<file path="src/rtl/dram_seq_pkg.sv">
package dram_seq_pkg;
  typedef enum logic [2:0] {
    ST_IDLE,
    ST_ROW,
    ST_RCD,
    ST_CAS,
    ST_PRE1,
    ST_REF,
    ST_PRE2,
    ST_DONE
  } seq_state_e;
endpackage

</file>
<file path="src/rtl/dram_seq_timer.sv">
module dram_seq_timer #(
  parameter int CNT_W = 3
) (
  input  logic             clk,
  input  logic             rst,
  input  logic             load,
  input  logic [CNT_W-1:0] load_val,
  output logic             expired
);
  logic [CNT_W-1:0] cnt_q;

  always_ff @(posedge clk) begin
    if (rst)              cnt_q <= '0;
    else if (load)        cnt_q <= load_val;
    else if (cnt_q != '0) cnt_q <= cnt_q - 1'b1;
  end

  assign expired = (cnt_q == '0);
endmodule

</file>
<file path="src/rtl/dram_seq_ctrl.sv">
module dram_seq_ctrl
  import dram_seq_pkg::*;
#(
  parameter int T_RSU = 2,
  parameter int T_RCD = 2,
  parameter int T_CAS = 2,
  parameter int T_PRE = 2,
  parameter int T_REF = 3
) (
  input  logic clk,
  input  logic rst,
  input  logic req_valid,
  input  logic op_we,
  output logic accept,
  output logic capture,
  output logic col_sel_nxt,
  output logic ready,
  output logic done,
  output logic ras_n,
  output logic cas_n,
  output logic we_n,
  output logic oe_n
);
  localparam int TM1  = (T_RSU > T_RCD) ? T_RSU : T_RCD;
  localparam int TM2  = (T_CAS > T_PRE) ? T_CAS : T_PRE;
  localparam int TM3  = (TM1 > TM2) ? TM1 : TM2;
  localparam int TMAX = (TM3 > T_REF) ? TM3 : T_REF;
  localparam int CNT_W = (TMAX > 1) ? $clog2(TMAX) : 1;

  seq_state_e       state_q, state_nxt;
  logic             load;
  logic [CNT_W-1:0] load_val;
  logic             expired;

  dram_seq_timer #(.CNT_W(CNT_W)) u_timer (
    .clk      (clk),
    .rst      (rst),
    .load     (load),
    .load_val (load_val),
    .expired  (expired)
  );

  always_comb begin
    state_nxt = state_q;
    load      = 1'b0;
    load_val  = '0;
    unique case (state_q)
      ST_IDLE: if (req_valid) begin
        state_nxt = ST_ROW;  load = 1'b1; load_val = CNT_W'(T_RSU - 1);
      end
      ST_ROW: if (expired) begin
        state_nxt = ST_RCD;  load = 1'b1; load_val = CNT_W'(T_RCD - 1);
      end
      ST_RCD: if (expired) begin
        state_nxt = ST_CAS;  load = 1'b1; load_val = CNT_W'(T_CAS - 1);
      end
      ST_CAS: if (expired) begin
        state_nxt = ST_PRE1; load = 1'b1; load_val = CNT_W'(T_PRE - 1);
      end
      ST_PRE1: if (expired) begin
        state_nxt = ST_REF;  load = 1'b1; load_val = CNT_W'(T_REF - 1);
      end
      ST_REF: if (expired) begin
        state_nxt = ST_PRE2; load = 1'b1; load_val = CNT_W'(T_PRE - 1);
      end
      ST_PRE2: if (expired) state_nxt = ST_DONE;
      ST_DONE: state_nxt = ST_IDLE;
      default: state_nxt = ST_IDLE;
    endcase
  end

  assign accept      = (state_q == ST_IDLE) && req_valid;
  assign capture     = (state_q == ST_CAS) && expired && !op_we;
  assign col_sel_nxt = (state_nxt == ST_CAS);

  always_ff @(posedge clk) begin
    if (rst) begin
      state_q <= ST_IDLE;
      ready   <= 1'b1;
      done    <= 1'b0;
      ras_n   <= 1'b1;
      cas_n   <= 1'b1;
      we_n    <= 1'b1;
      oe_n    <= 1'b1;
    end else begin
      state_q <= state_nxt;
      ready   <= (state_nxt == ST_IDLE);
      done    <= (state_nxt == ST_DONE);
      ras_n   <= !(state_nxt inside {ST_RCD, ST_CAS, ST_REF});
      cas_n   <= !(state_nxt == ST_CAS);
      we_n    <= !((state_nxt == ST_CAS) && op_we);
      oe_n    <= !((state_nxt == ST_CAS) && !op_we);
    end
  end


  done_pulse_chk: assert property (@(posedge clk) disable iff (rst)
    done |=> !done);


  busy_after_accept_chk: assert property (@(posedge clk) disable iff (rst)
    (ready && req_valid) |=> !ready);
endmodule

</file>
<file path="src/rtl/dram_seq_dpath.sv">
module dram_seq_dpath #(
  parameter int ROW_W = 10,
  parameter int COL_W = 10
) (
  input  logic                   clk,
  input  logic                   rst,
  input  logic                   accept,
  input  logic [ROW_W+COL_W-1:0] req_addr,
  input  logic                   req_we,
  input  logic                   req_wdata,
  input  logic                   col_sel_nxt,
  input  logic                   capture,
  input  logic                   dram_din,
  output logic                   op_we,
  output logic [((ROW_W > COL_W) ? ROW_W : COL_W)-1:0] dram_addr,
  output logic                   dram_dout,
  output logic                   rd_data
);
  localparam int AW    = ROW_W + COL_W;
  localparam int BUS_W = (ROW_W > COL_W) ? ROW_W : COL_W;

  logic [AW-1:0] addr_q, addr_src;
  logic          wd_q;

  assign addr_src = accept ? req_addr : addr_q;

  always_ff @(posedge clk) begin
    if (rst) begin
      addr_q    <= '0;
      op_we     <= 1'b0;
      wd_q      <= 1'b0;
      dram_addr <= '0;
      rd_data   <= 1'b0;
    end else begin
      if (accept) begin
        addr_q <= req_addr;
        op_we  <= req_we;
        wd_q   <= req_wdata;
      end
      if (col_sel_nxt) dram_addr <= BUS_W'(addr_src[COL_W-1:0]);
      else             dram_addr <= BUS_W'(addr_src[AW-1:COL_W]);
      if (capture) rd_data <= dram_din;
    end
  end

  assign dram_dout = wd_q;
endmodule

</file>
<file path="src/rtl/dram_seq.sv">
module dram_seq #(
  parameter int ROW_W = 10,
  parameter int COL_W = 10,
  parameter int T_RSU = 2,
  parameter int T_RCD = 2,
  parameter int T_CAS = 2,
  parameter int T_PRE = 2,
  parameter int T_REF = 3
) (
  input  logic                   clk,
  input  logic                   rst,
  input  logic                   req_valid,
  output logic                   req_ready,
  input  logic [ROW_W+COL_W-1:0] req_addr,
  input  logic                   req_we,
  input  logic                   req_wdata,
  output logic                   done,
  output logic                   rd_data,
  output logic [((ROW_W > COL_W) ? ROW_W : COL_W)-1:0] dram_addr,
  output logic                   dram_ras_n,
  output logic                   dram_cas_n,
  output logic                   dram_we_n,
  output logic                   dram_oe_n,
  output logic                   dram_dout,
  input  logic                   dram_din
);
  logic accept, capture, col_sel_nxt, op_we;

  dram_seq_ctrl #(
    .T_RSU(T_RSU), .T_RCD(T_RCD), .T_CAS(T_CAS), .T_PRE(T_PRE), .T_REF(T_REF)
  ) u_ctrl (
    .clk         (clk),
    .rst         (rst),
    .req_valid   (req_valid),
    .op_we       (op_we),
    .accept      (accept),
    .capture     (capture),
    .col_sel_nxt (col_sel_nxt),
    .ready       (req_ready),
    .done        (done),
    .ras_n       (dram_ras_n),
    .cas_n       (dram_cas_n),
    .we_n        (dram_we_n),
    .oe_n        (dram_oe_n)
  );

  dram_seq_dpath #(.ROW_W(ROW_W), .COL_W(COL_W)) u_dpath (
    .clk         (clk),
    .rst         (rst),
    .accept      (accept),
    .req_addr    (req_addr),
    .req_we      (req_we),
    .req_wdata   (req_wdata),
    .col_sel_nxt (col_sel_nxt),
    .capture     (capture),
    .dram_din    (dram_din),
    .op_we       (op_we),
    .dram_addr   (dram_addr),
    .dram_dout   (dram_dout),
    .rd_data     (rd_data)
  );


  idle_strobes_chk: assert property (@(posedge clk) disable iff (rst)
    req_ready |-> (dram_ras_n && dram_cas_n && dram_we_n && dram_oe_n));


  cas_needs_ras_chk: assert property (@(posedge clk) disable iff (rst)
    !dram_cas_n |-> !dram_ras_n);


  row_addr_hold_chk: assert property (@(posedge clk) disable iff (rst)
    (!dram_ras_n && dram_cas_n && !$past(dram_ras_n) && $past(dram_cas_n))
      |-> $stable(dram_addr));


  we_oe_excl_chk: assert property (@(posedge clk) disable iff (rst)
    !(!dram_we_n && !dram_oe_n));


  rd_change_chk: assert property (@(posedge clk) disable iff (rst)
    !$stable(rd_data) |-> $rose(dram_cas_n));
endmodule

</file>
<file path="config.mk">
export PLATFORM = sky130hd
export DESIGN_NAME = dram_seq
export DESIGN_NICKNAME = d
export VERILOG_FILES = /design/src/rtl/dram_seq_pkg.sv /design/src/rtl/dram_seq_timer.sv /design/src/rtl/dram_seq_ctrl.sv /design/src/rtl/dram_seq_dpath.sv /design/src/rtl/dram_seq.sv
export SDC_FILE = /design/constraint.sdc
export NUM_CORES = 1
export LEC_CHECK = 0
export BUFFER_PORTS_ARGS = -buffer_cell sky130_fd_sc_hd__buf_2
export CORE_MARGIN = 5
export CORE_UTILIZATION = 53
export CTS_CLUSTER_DIAMETER = 80
export DETAILED_ROUTE_END_ITERATION = 8
export PLACE_DENSITY = 0.89
export SYNTH_ARGS = -nofsm -noshare
export SYNTH_HDL_FRONTEND = slang
export SYNTH_HIERARCHICAL = 1
export SYNTH_SLANG_ARGS = --single-unit
</file>
<file path="constraint.sdc">
create_clock -name clk -period 2.1 [get_ports clk]
set_clock_uncertainty 0.05 [all_clocks]
set_input_delay 0.105 -clock clk [delete_from_list [all_inputs] [get_ports clk]]
set_output_delay 0.105 -clock clk [all_outputs]
set_load 0.005 [all_outputs]
</file>
==> impl_results.md, run 1 <==
- Final Hold Fails: 0
- Layout cells sized above 1: 0.2931
- CTS tree: built
- Worst min-delay path class: primary input to flop
- Commonest cells post-synth: dfxtp_1, mux2i_1, nor2_1, o22ai_1
- DP Cell Count: 270
- CTS Buffer Depth: 2
- Worst Tran Pin Value: 0.5031 ns
- Final instance area: 2298 µm²
- Clock sink count: 44
- Largest net degree at the start of global routing: 35
- Final net count: 259
- Syn Nets: 215
- Row Count: 22
- Die area: 4991 µm²
- GRT overflow: 0
- Req. time, crit path: 2.21 ns
- Chip width: 70.65 µm
- Drt pass-1 iters: 4
- Total GRT Usage: 0.1576
- Drt via density: 5.196
- Most frequent cell after synthesis: dfxtp_1
- Worst-path cell chain: inv_1 > ha_1 > xnor2_1 > nor2_2 > buf_12 > mux2i_1 > o22ai_1
- Die height: 70.65 µm
- Post-synth EDFFs: 0
- Final setup violation count: 0
- CP bufs+invs: 2
- CTS Root Cell: clkbuf_8
- Drt wl/cell: 13.26 µm
- Worst setup SP type: flop
- Tcrit/Tclk final: 0.8957
- H-tree depth: 2
- Seq/Total Area, Yosys: 0.4519
- Vias in the first global route: 1,382
- Mapped Avg Cell Area: 10.37 µm²
- Peak Freq: 531.6 MHz
- Max-cap violations: 0
- First-pass GRT wire length: 6285 µm
- Slowest Stage Delay on Critical Path: 0.45 ns
- Crit path kind: flop to flop
- Asr flop ratio synth: 0
- Dpl hpwl: 2628 µm
- 1st-iter DRT viols: 92
- RSZ-0062 raised after global routing: no
- ANT nets after route: 0
- DRT Wirelength: 3714 µm
- Core Footprint: 3606 µm²
- Pre-CTS setup slack: 0.2310 ns
- Setup TNS: 0 ns
- Slew margin rel.: 0.6642
- Worst vdd ir: 432.7 µV
- Synth Instances: 188
- Post-CTS sizing: 0
- Pwr/cell area: 1091 nW/µm²
- Reg2Reg Depth: 7
- Top cells by area, synth: dfxtp_1, mux2i_1, nor2_1
- Hold Path Cell Cnt: 3
- Final setup margin: 0.2190 ns
- Number of remaining DRC errors: 0
- Final min period: 1.881 ns
- Overall power: 2.507 mW
- Antenna violations before repair: 0
- Critical Path AT: 1.99 ns
- Starting Density: 0.5406
- Area leader, netlist: dfxtp_1
- Post-synth cell types: 36
- Ant. Diodes: 0
- Crit-path slowest cell: ha_1
- Cts bufs inserted: 5
- Final cell count without fillers: 280
- Fin. max-slew vios: 0
- Clk slew on worst S/H paths: 0.08 ns
- Gpl congestion: 0.8060
- Netlist Area Pre-Place: 1949 µm²
- R2r setup slk: 0.22 ns
- CP Max Fanout: 20
- Post-synth top flop: dfxtp_1
- Vias: 1,455
- Status: complete, no violations
- Placement Cell Area: 2187 µm²
- Crit. End Element: flop
- Lkg Pwr: 0.9335 nW
- CP top delay family: adder cells
- Synthesis Warnings: 6
- Setup bufs post-CTS: 0
- Synth-to-Final Area Change: 17.91%
- Clk Latency, worst-skew pair: 0.29 ns
- Hold-fix buffers, CTS: 3
- Worst path depth: 7
- IO Pins: 44
- Yosys reg bits: 44
- PortBufs: 43
- Top-area cell type share of the netlist area: 0.4519
==> tightest hold or removal path: stages <==
cell	delay (ns)
buf_2	0.08
mux2i_1	0.06
nor2_1	0.08
==> sequential cells by signal (all words and copies together), names as in the netlist <==
signal                count
u_dpath/op_we             1
u_dpath/dram_dout         1
u_ctrl/done               1
u_dpath/rd_data           1
u_ctrl/ras_n              1
u_ctrl/cas_n              1
u_ctrl/ready              1
u_ctrl/oe_n               1
u_ctrl/u_timer/cnt_q      2
u_dpath/dram_addr        10
u_ctrl/state_q            3
u_dpath/addr_q           20
u_ctrl/we_n               1
==> metrics by stage <==
stage,hold WS (ns),utilization
2_1_floorplan,0.1239,-
3_3_place_gp,0.2875,0.6065
3_5_place_dp,0.3071,0.6065
4_1_cts,0.004525,0.6374
5_1_grt,0.02996,0.6374
6_report,0.01281,0.6374
==> metal layers <==
layer | share of wire | up-vias | track usage
met2 | 0.50 | 26 | 0.2568
met3 | 0.047 | 6 | 0.03409
li1 | - | 742 | -
met5 | 0 | - | 0
met4 | 0.021 | 0 | 0.08142
met1 | 0.43 | 681 | 0.1961
==> cell families after synthesis <==
logic type,count (synthesis),synth area share
simple gates,52,0.1451
buf+inv,20,0.06611
mux,43,0.2208
flops,44,0.4519
fa+ha+maj,1,0.006417
compound gates,25,0.09627
xor+xnor,3,0.01348
==> worst paths after layout <==
| path | from | end |
|---|---|---|
| max | u_ctrl/u_timer/cnt_q[0] | u_dpath/dram_addr[4] |
| min | req_addr[13] | u_dpath/addr_q[13] |
| min reg2reg | u_dpath/op_we | u_ctrl/we_n |
| max reg2reg | u_ctrl/u_timer/cnt_q[0] | u_dpath/dram_addr[4] |
==> layout by cell type (no fill, tap or decap), types with 2 or more instances in the layout <==
cell type / synthesis / layout
buf_4: 5 / 6
o22ai_1: 9 / 9
xnor2_1: 2 / 2
nand2_1: 5 / 5
dfxtp_1: 44 / 44
mux2i_1: 43 / 43
a21oi_1: 3 / 3
nand3b_1: 2 / 2
buf_2: 4 / 43
clkbuf_8: 0 / 5
nor2_1: 28 / 27
dlygate4sd3_1: 0 / 3
a22oi_1: 2 / 2
nor2b_1: 3 / 3
nor3_2: 2 / 2
inv_1: 4 / 4
o21ai_1: 2 / 2
nand2b_1: 3 / 3
o21ai_0: 2 / 2
==> area by class of cell <==
class / count / area, µm²
clock inverters: 2 / 12.51
repair buffers: 53 / 310.3
flip-flops and latches: 44 / 880.8
inverters: 4 / 15.01
multi-input cells: 124 / 950.9
fillers: 285 / 1308
well taps: 48 / 60.06
clock buffers: 5 / 68.82
==> power breakdown <==
group          switching [mW]  total (mW)  internal (mW)
combinational           0.475       0.928          0.453
sequential              0.100        1.08          0.982
clock                   0.272       0.497          0.225
No activity file was read; power rests on OpenSTA's default activity.
==> inputs of run 2 (changes only) <==
clock period = 2 ns   (was 2.1 ns; I/O delays follow)
==> run 2 against run 1 <==
  * Non-clock buffer count increased by 3
  * First-iteration DRC count increased by 15%
  * Die area unchanged
  * Largest cell class unchanged
  * Highest routed layer unchanged
==> impl_results.md, run 2 (synthesized netlist as in run 1, its figures left out) <==
- Status: complete, no violations
- Setup bufs post-CTS: 0
- Worst vdd ir: 447.6 µV
- Slew margin rel.: 0.6741
- Critical Path AT: 1.99 ns
- Clock sink count: 44
- IO Pins: 44
- Antenna violations before repair: 0
- Synth-to-Final Area Change: 20.09%
- Sw Pwr: 904.4 µW
- Hold-fix buffers, CTS: 6
- CTS tree: built
- PortBufs: 43
- Final net count: 262
- Drt pass-1 iters: 4
- Final min period: 1.839 ns
- Fillers: 287
- CP Max Fanout: 8
- Clock share of power: 0.197
- Vias in the first global route: 1,356
- Largest net degree at the start of global routing: 26
- Row Count: 22
- Lkg Pwr: 0.9497 nW
- Core Footprint: 3606 µm²
- Chip width: 70.65 µm
- Multi-input gate area: 950.9 µm²
- Routed met2 length: 1950 µm
- CTS Root Cell: clkbuf_8
- Comb power frac: 0.385
- Final Hold Fails: 0
- Drt wl/cell: 13.67 µm
- Overall power: 2.669 mW
- Cts bufs inserted: 5
- Gpl congestion: 0.7402
- Starting Density: 0.5406
- Pwr/cell area: 1140 nW/µm²
- Req. time, crit path: 2.15 ns
- Dpl hpwl: 2743 µm
- Max layer used: met4
- DRT Wirelength: 3868 µm
- Worst Tran Pin Value: 0.4837 ns
- Max reg flops: 20
- Worst setup SP type: flop
- Total internal power: 1.765 mW
- Max-cap violations: 0
- Total GRT Usage: 0.1619
- Setup TNS: 0 ns
- DR WL met3: 226 µm
- Worst min-delay path class: primary input to flop
- Biggest regs: u_dpath/addr_q x20, u_dpath/dram_addr x10, u_ctrl/state_q x3
- Crit. End Element: flop
- Crit path kind: flop to flop
- Commonest non-fill, non-tap cell in the layout: dfxtp_1
- Final setup violation count: 0
- Sequential cell area: 880.8 µm²
- Most frequent cells in the layout: dfxtp_1, buf_2, mux2i_1
- Drt via density: 5.279
- RSZ-0062 raised after global routing: no
- ANT nets after route: 0
- GRT overflow: 0
- Die height: 70.65 µm
- Clk slew on worst S/H paths: 0.08 ns
- CTS Buffer Depth: 2
- Sw Ratio: 0.3388
- Post-CTS sizing: 0
- Clk Latency, worst-skew pair: 0.30 ns
- Die area: 4991 µm²
- First-pass GRT wire length: 6279 µm
- Vias: 1,494
- Peak Freq: 543.7 MHz
- Ant. Diodes: 0
- 1st-iter DRT viols: 106
- Number of remaining DRC errors: 0
- WL met1: 1597 µm
- Tcrit/Tclk final: 0.9197
- Reg with most FFs: u_dpath/addr_q
- Layout cells sized above 1: 0.2894
- H-tree depth: 2
- Fin. max-slew vios: 0
- Seq pwr share: 0.418
run 2: cell types whose count changed in the layout (fill, tap and decap cells not counted):
cell | previous run | this run
buf_12 | 1 | 2
buf_4 | 6 | 5
dlygate4sd3_1 | 3 | 6
run 2: layout make-up:
class                      instances  area share
tap                               48     0.02565
clock buffer                       5     0.02940
sequential                        44      0.3763
multi-input combinational        124      0.4062
clock inverter                     2    0.005345
inverter                           4    0.006414
timing repair buffer              56      0.1507
run 2: routing by layer:
layer	GRT usage	vias to the layer above
li1	-	751
met1	0.1931	696
met2	0.2651	40
met3	0.03693	7
met4	0.09812	0
met5	0	-
run 2: worst max-delay path: stages (launching register included):
cell and delay (ns):
dfxtp_1 0.36, inv_1 0.05, ha_1 0.30, buf_4 0.20, nor2b_1 0.14, o21ai_0 0.07, o21ai_0 0.21, o41ai_2 0.36
run 2: path summary, 6_finish.rpt:
path	start	endpoint	slack (ns)	cells past startpoint
setup / recovery	u_ctrl/u_timer/cnt_q[0]	u_ctrl/u_timer/cnt_q[1]	0.16	7
hold / removal	req_addr[16]	u_dpath/addr_q[16]	0.009	3
setup reg to reg	u_ctrl/u_timer/cnt_q[0]	u_ctrl/u_timer/cnt_q[1]	0.16	7
hold reg to reg	u_dpath/op_we	u_ctrl/we_n	0.39	1
run 2: power by group through the flow:
stage / Sequential [mW] / Clock, mW / Combinational [mW]
6_report: 1.12 / 0.526 / 1.03
5_1_grt: 1.14 / 0.578 / 1.12
4_1_cts: 1.12 / 0.547 / 1.03
3_5_place_dp: 1.13 / 0 / 1.02
3_3_place_gp: 1.13 / 0 / 0.986
2_1_floorplan: 1.11 / 0 / 0.815
run 2: stage by stage:
step	instance area, µm²	util	hold slack [ns]	setup WS (ns)	std cells
after floorplan	1949	-	0.1189	0.3714	188
after global placement	2200	0.6100	0.2887	0.2703	270
after global routing	2341	0.6492	0.01857	0.01415	283
final	2341	0.6492	0.008928	0.1607	283
after CTS	2341	0.6492	0.0009712	0.1593	283
after detailed placement	2200	0.6100	0.2931	0.2047	270
==> inputs of run 3 (changes only) <==
CORE_UTILIZATION = 41   (was 53)
PLACE_DENSITY = 0.74   (was 0.89)
==> run 3 against run 2 <==
  * Non-clock buffer count rose by 5
  * Clock-buffer cell count did not move
  * Die area rose by 25%
  * Maximum frequency rose by 5.4%
  * Final cell count rose by 3.9%
  * Worst setup slack improved by 0.094 ns
  * Critical endpoint is now u_dpath/dram_addr[5]
  * Global-route usage fell by 2.6 points
  * Sequential power barely moved
  * Clock power rose by 48%
  * First-iteration DRC count fell by 32%
  * Routed wire length rose by 5.1%
  * Largest cell class unchanged
  * Sequential share of layout area fell by 1.4 points
==> impl_results.md, run 3 (synthesized netlist as in run 1, its figures left out) <==
- Clock sink count: 44
- Setup bufs post-CTS: 0
- Worst Tran Pin Value: 0.5267 ns
- CTS tree: built
- Most frequent cells in the layout: dfxtp_1, buf_2, mux2i_1
- DRT Wirelength: 4064 µm
- Max reg flops: 20
- RSZ-0062 raised after global routing: no
- Largest net degree at the start of global routing: 23
- Fillers: 413
- ANT nets after route: 0
- Gpl congestion: 0.8161
- Cts bufs inserted: 5
- Drt wl/cell: 13.82 µm
- Peak Freq: 572.8 MHz
- Number of remaining DRC errors: 0
- Clock share of power: 0.266
- H-tree depth: 2
- Drt pass-1 iters: 6
- Biggest regs: u_dpath/addr_q x20, u_dpath/dram_addr x10, u_ctrl/state_q x3
- Reg with most FFs: u_dpath/addr_q
- Row Count: 25
- IO Pins: 44
- Final setup violation count: 0
- Vias in the first global route: 1,440
- Critical Path AT: 1.87 ns
- Slew margin rel.: 0.6452
- Setup TNS: 0 ns
- Fin. max-slew vios: 0
- Starting Density: 0.4183
- Pwr/cell area: 1203 nW/µm²
- Crit path kind: flop to flop
- Util after Layout: 0.5211
- Dpl hpwl: 2784 µm
- Sw Pwr: 901.0 µW
- GRT met2 Usage: 0.2301
- Die height: 78.96 µm
- Commonest non-fill, non-tap cell in the layout: dfxtp_1
- Ant. Diodes: 0
- Post-CTS sizing: 0
- 1st-iter DRT viols: 72
- Final instance area: 2429 µm²
- Lkg Pwr: 0.9929 nW
- Antenna violations before repair: 0
- PortBufs: 43
- Tcrit/Tclk final: 0.8729
- Vias: 1,499
- Core Footprint: 4661 µm²
- Max-cap violations: 0
- GRT overflow: 0
- Synth-to-Final Area Change: 24.58%
- Final net count: 267
- Final min period: 1.746 ns
- GR Layer Usage met1: 0.1499
- Worst min-delay path class: primary input to flop
- Final Hold Fails: 0
- Status: complete, no violations
- Req. time, crit path: 2.12 ns
- Total internal power: 2.022 mW
- Seq pwr share: 0.381
- Sw Ratio: 0.3083
- Chip width: 78.96 µm
- Placement Cell Area: 2210 µm²
- Clk Latency, worst-skew pair: 0.29 ns
- Drt via density: 5.099
- Die area: 6234 µm²
- Busiest grt layer: met2
- CTS Buffer Depth: 2
- Total GRT Usage: 0.1356
- Crit. End Element: flop
- Clk slew on worst S/H paths: 0.08 ns
- Layout cells sized above 1: 0.2917
- Worst setup SP type: flop
- CTS Root Cell: clkbuf_8
- First-pass GRT wire length: 6617 µm
- Grt met3 use: 0.04082
- Comb power frac: 0.353
- Worst vdd ir: 399.3 µV
- CP Max Fanout: 20
==> run 3: cell count changes in the layout (fill, tap and decap cells not counted) <==
cell and change:
buf_12 -1, buf_4 +3, bufinv_16 +2, clkinv_2 -1, clkinvlp_4 -1, dlygate4sd3_1 +3
==> run 3: path summary, 6_finish.rpt <==
check / start / endpoint / slack, ns / cells past startpoint
min reg2reg: u_dpath/op_we / u_ctrl/we_n / 0.38 / 1
min: req_addr[16] / u_dpath/addr_q[16] / 0.01 / 3
max reg2reg: u_ctrl/u_timer/cnt_q[0] / u_dpath/dram_addr[5] / 0.25 / 7
max: u_ctrl/u_timer/cnt_q[0] / u_dpath/dram_addr[5] / 0.25 / 7
==> run 3: cell type report <==
cell class,instances,area (µm²),share of cell area
multi-input combinational,124,950.9,0.3916
timing repair buffer,61,385.4,0.1587
clock buffer,5,68.82,0.02834
sequential,44,880.8,0.3627
tap,54,67.56,0.02782
clock inverter,2,60.06,0.02473
inverter,4,15.01,0.006182
==> run 3: repair_timing <==
item,in CTS,in global routing
hold buffers,7,2
endpoints found under the setup margin,0,0
hold endpoints to repair,7,2
==> run 3: power groups by stage <==
stage	Sequential, mW	Combinational (mW)	Clock [mW]
floorplan	1.11	0.815	0
global placement	1.13	0.993	0
detailed placement	1.14	1.01	0
CTS	1.12	1.03	0.801
global route	1.14	1.13	0.838
finish	1.11	1.03	0.778
==> run 3: per-layer routing <==
layer / wire length, µm / share of wire
met3: 263 / 0.065
met4: 108 / 0.027
met1: 1659 / 0.41
met2: 2033 / 0.50
met5: 0 / 0
==> run 3: worst max-delay path: stages, from the launching register on <==
cell and delay [ns]:
dfxtp_1 0.35, inv_1 0.05, ha_1 0.29, xnor2_1 0.20, nor2_2 0.15, buf_12 0.20, mux2i_1 0.23, o22ai_2 0.10
==> run 3: through the flow <==
stage / hold WS, ns / instances / total power [mW] / setup WS, ns
detailed placement: 0.2910 / 278 / 2.150 / 0.2724
CTS: 0.0004367 / 292 / 2.947 / 0.2656
finish: 0.01421 / 294 / 2.923 / 0.2542
floorplan: 0.1189 / 188 / 1.924 / 0.3714
global route: 0.003190 / 294 / 3.107 / 0.09647
global placement: 0.2849 / 278 / 2.124 / 0.3192
